## src/rtl/pp_buf_pkg.sv

```systemverilog
package pp_buf_pkg;
   typedef enum logic [0:0] {
      CMT_IDLE   = 1'b0,
      CMT_ACTIVE = 1'b1
   } commit_state_e;
endpackage

```

## src/rtl/pp_load_track.sv

```systemverilog
module pp_load_track #(
   parameter int ADDR_W = 20,
   parameter int PAGE_W = 8
) (
   input  logic                     clk,
   input  logic                     rst_n,
   input  logic                     accept,
   input  logic                     load_start,
   input  logic [ADDR_W-1:0]        load_addr,
   input  logic                     byte_valid,
   input  logic                     cs_rise,
   output logic                     loading,
   output logic                     store_we,
   output logic [PAGE_W-1:0]        wr_ptr,
   output logic [PAGE_W:0]          byte_cnt,
   output logic [ADDR_W-PAGE_W-1:0] page
);
   localparam logic [PAGE_W:0] FULL_CNT = (PAGE_W+1)'(1) << PAGE_W;

   assign store_we = loading && byte_valid && accept;

   always_ff @(posedge clk or negedge rst_n) begin
      if (!rst_n) begin
         loading  <= 1'b0;
         wr_ptr   <= '0;
         byte_cnt <= '0;
         page     <= '0;
      end else if (load_start && accept) begin
         loading  <= 1'b1;
         wr_ptr   <= load_addr[PAGE_W-1:0];
         byte_cnt <= '0;
         page     <= load_addr[ADDR_W-1:PAGE_W];
      end else if (cs_rise) begin
         loading  <= 1'b0;
      end else if (store_we) begin
         wr_ptr   <= wr_ptr + 1'b1;
         if (byte_cnt != FULL_CNT) byte_cnt <= byte_cnt + 1'b1;
      end
   end
endmodule

```

## src/rtl/pp_page_store.sv

```systemverilog
module pp_page_store #(
   parameter int PAGE_W = 8,
   parameter int DATA_W = 8
) (
   input  logic              clk,
   input  logic              we,
   input  logic [PAGE_W-1:0] waddr,
   input  logic [DATA_W-1:0] wdata,
   input  logic [PAGE_W-1:0] raddr,
   output logic [DATA_W-1:0] rdata
);
   localparam int DEPTH = 1 << PAGE_W;

   logic [DATA_W-1:0] cells [DEPTH];

   for (genvar gi = 0; gi < DEPTH; gi++) begin : g_cell
      always_ff @(posedge clk) begin
         if (we && (waddr == PAGE_W'(gi))) cells[gi] <= wdata;
      end
   end

   assign rdata = cells[raddr];
endmodule

```

## src/rtl/pp_commit_seq.sv

```systemverilog
module pp_commit_seq
   import pp_buf_pkg::*;
#(
   parameter int ADDR_W = 20,
   parameter int PAGE_W = 8,
   parameter int DATA_W = 8
) (
   input  logic                     clk,
   input  logic                     rst_n,
   input  logic                     cs_rise,
   input  logic                     cs_partial,
   input  logic                     wr_permit,
   input  logic                     loading,
   input  logic [PAGE_W-1:0]        wr_ptr,
   input  logic [PAGE_W:0]          byte_cnt,
   input  logic [ADDR_W-PAGE_W-1:0] page,
   input  logic [DATA_W-1:0]        buf_data,
   input  logic [DATA_W-1:0]        arr_rdata,
   output logic [PAGE_W-1:0]        rd_idx,
   output logic                     busy,
   output logic                     done,
   output logic                     arr_we,
   output logic [ADDR_W-1:0]        arr_addr,
   output logic [DATA_W-1:0]        arr_wdata
);
   commit_state_e           state;
   logic [PAGE_W:0]         left;
   logic [ADDR_W-PAGE_W-1:0] pg;
   logic                    go;

   assign go = cs_rise && loading && !cs_partial && wr_permit && (byte_cnt != '0);

   always_ff @(posedge clk or negedge rst_n) begin
      if (!rst_n) begin
         state  <= CMT_IDLE;
         left   <= '0;
         pg     <= '0;
         rd_idx <= '0;
         done   <= 1'b0;
      end else begin
         done <= 1'b0;
         unique case (state)
            CMT_IDLE: begin
               if (go) begin
                  state  <= CMT_ACTIVE;
                  rd_idx <= wr_ptr - byte_cnt[PAGE_W-1:0];
                  left   <= byte_cnt;
                  pg     <= page;
               end
            end
            CMT_ACTIVE: begin
               rd_idx <= rd_idx + 1'b1;
               left   <= left - 1'b1;
               if (left == (PAGE_W+1)'(1)) begin
                  state <= CMT_IDLE;
                  done  <= 1'b1;
               end
            end
            default: state <= CMT_IDLE;
         endcase
      end
   end

   assign busy      = (state == CMT_ACTIVE);
   assign arr_we    = busy;
   assign arr_addr  = {pg, rd_idx};
   assign arr_wdata = arr_rdata & buf_data;
endmodule

```

## src/rtl/flash_pp_buffer.sv

```systemverilog
module flash_pp_buffer #(
   parameter int ADDR_W = 20,
   parameter int PAGE_W = 8,
   parameter int DATA_W = 8
) (
   input  logic              clk,
   input  logic              rst_n,
   input  logic              load_start,
   input  logic [ADDR_W-1:0] load_addr,
   input  logic              byte_valid,
   input  logic [DATA_W-1:0] byte_data,
   input  logic              cs_rise,
   input  logic              cs_partial,
   input  logic              wr_permit,
   output logic              busy,
   output logic              done,
   output logic              arr_we,
   output logic [ADDR_W-1:0] arr_addr,
   output logic [DATA_W-1:0] arr_wdata,
   input  logic [DATA_W-1:0] arr_rdata
);
   localparam int PG_W = ADDR_W - PAGE_W;

   if (PAGE_W < 1 || PAGE_W > 12) begin : g_bad_page
      $error("flash_pp_buffer: PAGE_W out of range");
   end
   if (ADDR_W <= PAGE_W) begin : g_bad_addr
      $error("flash_pp_buffer: ADDR_W must exceed PAGE_W");
   end
   if (DATA_W < 1) begin : g_bad_data
      $error("flash_pp_buffer: DATA_W must be positive");
   end

   logic              loading, store_we;
   logic [PAGE_W-1:0] wr_ptr, rd_idx;
   logic [PAGE_W:0]   byte_cnt;
   logic [PG_W-1:0]   page;
   logic [DATA_W-1:0] buf_data;

   pp_load_track #(.ADDR_W(ADDR_W), .PAGE_W(PAGE_W)) u_track (
      .clk(clk), .rst_n(rst_n), .accept(!busy),
      .load_start(load_start), .load_addr(load_addr),
      .byte_valid(byte_valid), .cs_rise(cs_rise),
      .loading(loading), .store_we(store_we), .wr_ptr(wr_ptr),
      .byte_cnt(byte_cnt), .page(page)
   );

   pp_page_store #(.PAGE_W(PAGE_W), .DATA_W(DATA_W)) u_store (
      .clk(clk), .we(store_we), .waddr(wr_ptr), .wdata(byte_data),
      .raddr(rd_idx), .rdata(buf_data)
   );

   pp_commit_seq #(.ADDR_W(ADDR_W), .PAGE_W(PAGE_W), .DATA_W(DATA_W)) u_commit (
      .clk(clk), .rst_n(rst_n), .cs_rise(cs_rise), .cs_partial(cs_partial),
      .wr_permit(wr_permit), .loading(loading), .wr_ptr(wr_ptr),
      .byte_cnt(byte_cnt), .page(page), .buf_data(buf_data),
      .arr_rdata(arr_rdata), .rd_idx(rd_idx), .busy(busy), .done(done),
      .arr_we(arr_we), .arr_addr(arr_addr), .arr_wdata(arr_wdata)
   );
endmodule

```

## config.mk

```make
export PLATFORM = sky130hd
export DESIGN_NAME = flash_pp_buffer
export DESIGN_NICKNAME = d
export VERILOG_FILES = /design/src/rtl/pp_buf_pkg.sv /design/src/rtl/pp_load_track.sv /design/src/rtl/pp_page_store.sv /design/src/rtl/pp_commit_seq.sv /design/src/rtl/flash_pp_buffer.sv
export SDC_FILE = /design/constraint.sdc
export NUM_CORES = 2
export LEC_CHECK = 0
export CAP_MARGIN = 30
export CORE_MARGIN = 2
export CORE_UTILIZATION = 30
export CTS_CLUSTER_DIAMETER = 120
export DETAILED_ROUTE_END_ITERATION = 8
export SYNTH_ARGS = -nofsm -noshare
export SYNTH_HDL_FRONTEND = slang
export SYNTH_SLANG_ARGS = --single-unit
```

## constraint.sdc

```tcl
create_clock -name clk -period 7.3 [get_ports clk]
set_clock_uncertainty 0.15 [all_clocks]
set_input_delay 1.46 -clock clk [delete_from_list [all_inputs] [get_ports clk]]
set_output_delay 1.46 -clock clk [all_outputs]
set_load 0.1 [all_outputs]
```

==> results.py <==
metrics = {
    "floorplan": {
        "core_sq_mm": 0.274,
        "initial_utilization": 0.302,
        "dieHeight_um": 530,
        "floorplan.io_pins": 74,
        "floorplan.rows": 192,
        "overall_die_area_sq_mm": 0.281,
        "die_x_um": 530,
    },
    "detailed_routing": {
        "post_drt_wl_per_cell_um": 28.2,
        "routed_wl_um": 231000,
        "drt-vias-per-instance": 5.20,
        "ant_nets": 0,
        "detail_route.drc_violations": 0,
        "drt_iter0_markers": 5609,
        "detailed_route_via_count": 42600,
        "detail_route.first_pass.iterations": 5,
    },
    "power": {
        "ir_drop_v": 0.000255,
        "pwr-share-clk": 0.299,
        "swShare": 0.337,
        "cellInternalPower_mw": 23.2,
        "power.net_switching_mw": 11.8,
        "total_power_mw": 35.0,
        "sequential_power_share": 0.396,
        "total_leakage_power_nw": 29.6,
        "power_density_mw_per_mm2": 368,
        "power.combinational.fraction": 0.305,
    },
    "sta": {
        "timing.fmax_mhz": 142,
        "grt_setup_unrepaired": "no",
        "finalHoldViolations": 0,
        "timing.final.crit_period_ps": 7040,
        "worst-slew-pin-transition_ps": 1110,
        "final_min_period_over_clock_period": 0.965,
        "setup_violations": 0,
        "slew_viols_final": 0,
        "setup-tns-final_ps": 0,
        "timing.max_slew.rel_slack": 0.258,
    },
    "clock_network": {
        "cts_tree": "built",
        "max-clock-path-buffers": 3,
        "cts_resized": 0,
        "cts.clk_slew.worst_paths_ps": 60,
        "cts_inserted_buffers": 208,
        "cts_stage_hold_buffer_count": 0,
        "root_buffer": "sky130_fd_sc_hd__clkbuf_16",
        "htree_num_levels": 4,
        "setup_bufs_post_cts": 0,
        "clk_latency_ps": 820,
        "clkSinkCount": 2109,
    },
    "synthesis": {
        "synth-seq-area-share": 0.760,
        "postSynthRegisterBits": 2109,
        "postSynthNetCount": 4222,
        "number_of_enable_flip_flop_cells_after_synthesis": 2048,
        "syn_area_per_cell_sq_um": 19.9,
        "postSynth.asyncResetShare": 0.0289,
        "synth_area_sq_mm": 0.0829,
        "synth_cells": 4162,
        "synth_top_flop_cell": "sky130_fd_sc_hd__edfxtp_1",
        "ys_types": 72,
        "synth-warning-count": 0,
    },
    "global_route": {
        "global_route_met1_utilization": 0.222,
        "groute.usage.overall": 0.162,
        "grt_pass1_vias": 42500,
        "initial_antenna_violation_count": 7,
        "largest_net_degree_at_the_start_of_global_routing": 207,
        "gr-total-overflow": 0,
        "grt_use_met2": 0.254,
        "busiest_layer": "met2",
        "grt_first_pass_wirelength_um": 324000,
        "gr-usage-met3": 0.0316,
    },
    "cells_and_area": {
        "final_nets": 4394,
        "most-common-layout-cells": "sky130_fd_sc_hd__edfxtp_1 (2048), sky130_fd_sc_hd__mux4_2 (419), sky130_fd_sc_hd__nor2_1 (300)",
        "final_common_cell": "sky130_fd_sc_hd__edfxtp_1",
        "utilization": 0.346,
        "post_route_cells_drive_above_1_share": 0.201,
        "layout-area-overhead-vs-synth_pct": 14.6,
    },
    "placed_design": {
        "dp.final_hpwl_um": 139000,
        "count_of_buffers_from_port_buffering": 73,
        "place_congestion": 0.835,
    },
    "worst_setup_path": {
        "timing.critical_path.slowest_stage_cell": "sky130_fd_sc_hd__dfrtp_4",
        "path_max_fanout": 40,
        "worstPathRequired_ps": 5690,
        "cpPeakStageDelay_ps": 910,
        "cp.arrival_ps": 5430,
        "cpLargestDelayFamily": "compound AO/OA/AOI/OAI gates",
        "worstPathCellList": "buf_12 -> buf_12 -> mux2_2 -> o21ai_0 -> a211oi_1 -> or4_1 -> o211ai_1 -> o32ai_1 -> buf_4 -> buf_4",
        "critPathKind": "flop to primary output",
        "cp-end-kind": "primary output",
        "timing.critical_path.from_type": "flop",
        "timing.critical_path.buf_inv": 4,
    },
    "run_status": {
        "status": "completed",
    },
    "job": {
        "max-cap-violations": 0,
    },
    "hold_path": {
        "timing.hold.worst.class": "flop to flop",
    },
}
-- registers in the layout (all words and copies together), names as in the netlist --
| register | count |
|---|---|
| u_commit.pg | 12 |
| u_track.wr_ptr | 8 |
| u_commit.done | 1 |
| u_store.cells | 2048 |
| u_commit.left | 9 |
| u_commit.rd_idx | 8 |
| u_track.byte_cnt | 9 |
| u_track.page | 12 |
| u_track.loading | 1 |
| u_commit.arr_we | 1 |
-- per-layer routing --
layer  routed length, um  up-vias
met5                   0        -
met2              108000     1996
met1               94400    22900
li1                    -    17400
met3               19800      357
met4                8590        0
-- kinds of logic after synthesis --
group / synth area share
adder cells (fa/ha/maj): 0.00266
AO/OA/AOI/OAI: 0.0381
buffers and inverters: 0.0197
XOR/XNOR: 0.00148
flip-flops: 0.760
AND/OR/NAND/NOR: 0.0309
multiplexers: 0.147
-- worst min-delay path: stages, from the launching register on --
cell,delay (ps)
sky130_fd_sc_hd__dfrtp_1,340
sky130_fd_sc_hd__nand2_1,50
sky130_fd_sc_hd__nand2_1,50
-- Yosys cell counts (13+ instances only) --
cell type,number,share of area
sky130_fd_sc_hd__a31oi_1,21,0.0016
sky130_fd_sc_hd__buf_2,67,0.0040
sky130_fd_sc_hd__nand3_1,37,0.0022
sky130_fd_sc_hd__mux2i_1,235,0.028
sky130_fd_sc_hd__nor2_1,302,0.014
sky130_fd_sc_hd__ha_1,16,0.0024
sky130_fd_sc_hd__o22ai_1,34,0.0026
sky130_fd_sc_hd__a21oi_1,99,0.0060
sky130_fd_sc_hd__nor2b_1,20,0.0015
sky130_fd_sc_hd__mux4_2,419,0.11
sky130_fd_sc_hd__a22oi_1,76,0.0069
sky130_fd_sc_hd__o21ai_0,50,0.0030
sky130_fd_sc_hd__buf_6,26,0.0035
sky130_fd_sc_hd__dfrtp_1,61,0.018
sky130_fd_sc_hd__a221oi_1,17,0.0018
sky130_fd_sc_hd__buf_4,13,0.0012
sky130_fd_sc_hd__clkbuf_1,115,0.0052
sky130_fd_sc_hd__xnor2_1,13,0.0014
sky130_fd_sc_hd__nor3_1,24,0.0014
sky130_fd_sc_hd__o211ai_1,14,0.0013
sky130_fd_sc_hd__mux2_2,20,0.0027
sky130_fd_sc_hd__a22o_1,15,0.0016
sky130_fd_sc_hd__edfxtp_1,2048,0.74
sky130_fd_sc_hd__a211oi_1,36,0.0033
sky130_fd_sc_hd__inv_1,26,0.0012
sky130_fd_sc_hd__o221ai_1,36,0.0038
sky130_fd_sc_hd__nand2_1,171,0.0077
sky130_fd_sc_hd__buf_8,16,0.0029
-- power by group through the flow --
stage | combinational (mW) | clock [mW] | sequential, mW
4_1_cts | 10.7 | 10.6 | 13.9
5_1_grt | 11.1 | 11.0 | 13.9
3_5_place_dp | 10.7 | 0 | 14.1
6_report | 10.7 | 10.5 | 13.9
2_1_floorplan | 6.62 | 0 | 14.1
3_3_place_gp | 10.6 | 0 | 14.1
-- stage by stage --
| step | hold WS (ps) | setup slack [ps] | instance area [sq um] | cells |
|---|---|---|---|---|
| final | 325 | 258 | 95000 | 8194 |
| after global routing | 348 | 173 | 95000 | 8192 |
| after CTS | 331 | 337 | 94900 | 8187 |
| after detailed placement | 311 | 1260 | 88300 | 7806 |
| after global placement | 303 | 1190 | 88100 | 7795 |
| after floorplan | 290 | 872 | 82900 | 4162 |
-- layout make-up --
| type | count | area [sq um] |
|---|---|---|
| Sequential cell | 2109 | 63000 |
| Inverter | 26 | 100 |
| Antenna cell | 3 | 7.51 |
| Clock inverter | 112 | 1120 |
| Tap cell | 3686 | 4610 |
| Clock buffer | 269 | 5520 |
| Timing Repair Buffer | 215 | 2310 |
| Fill cell | 25600 | 179000 |
| Multi-Input combinational cell | 1774 | 18300 |
-- final timing paths --
check                                    from               endpoint  slack [ps]  depth (start not counted)
hold reg to reg              u_track.page[11]       u_track.page[11]         320                          2
setup reg to reg            u_track.wr_ptr[4]  u_store.cells[202][7]        3670                          3
max in group asynchronous               rst_n     u_commit.rd_idx[1]        5650                          2
setup / recovery           u_commit.rd_idx[0]           arr_wdata[2]         260                         10
min in group asynchronous               rst_n          u_commit.done         680                          2
hold / removal               u_track.page[11]       u_track.page[11]         320                          2
No activity file was read; power rests on OpenSTA's default activity.
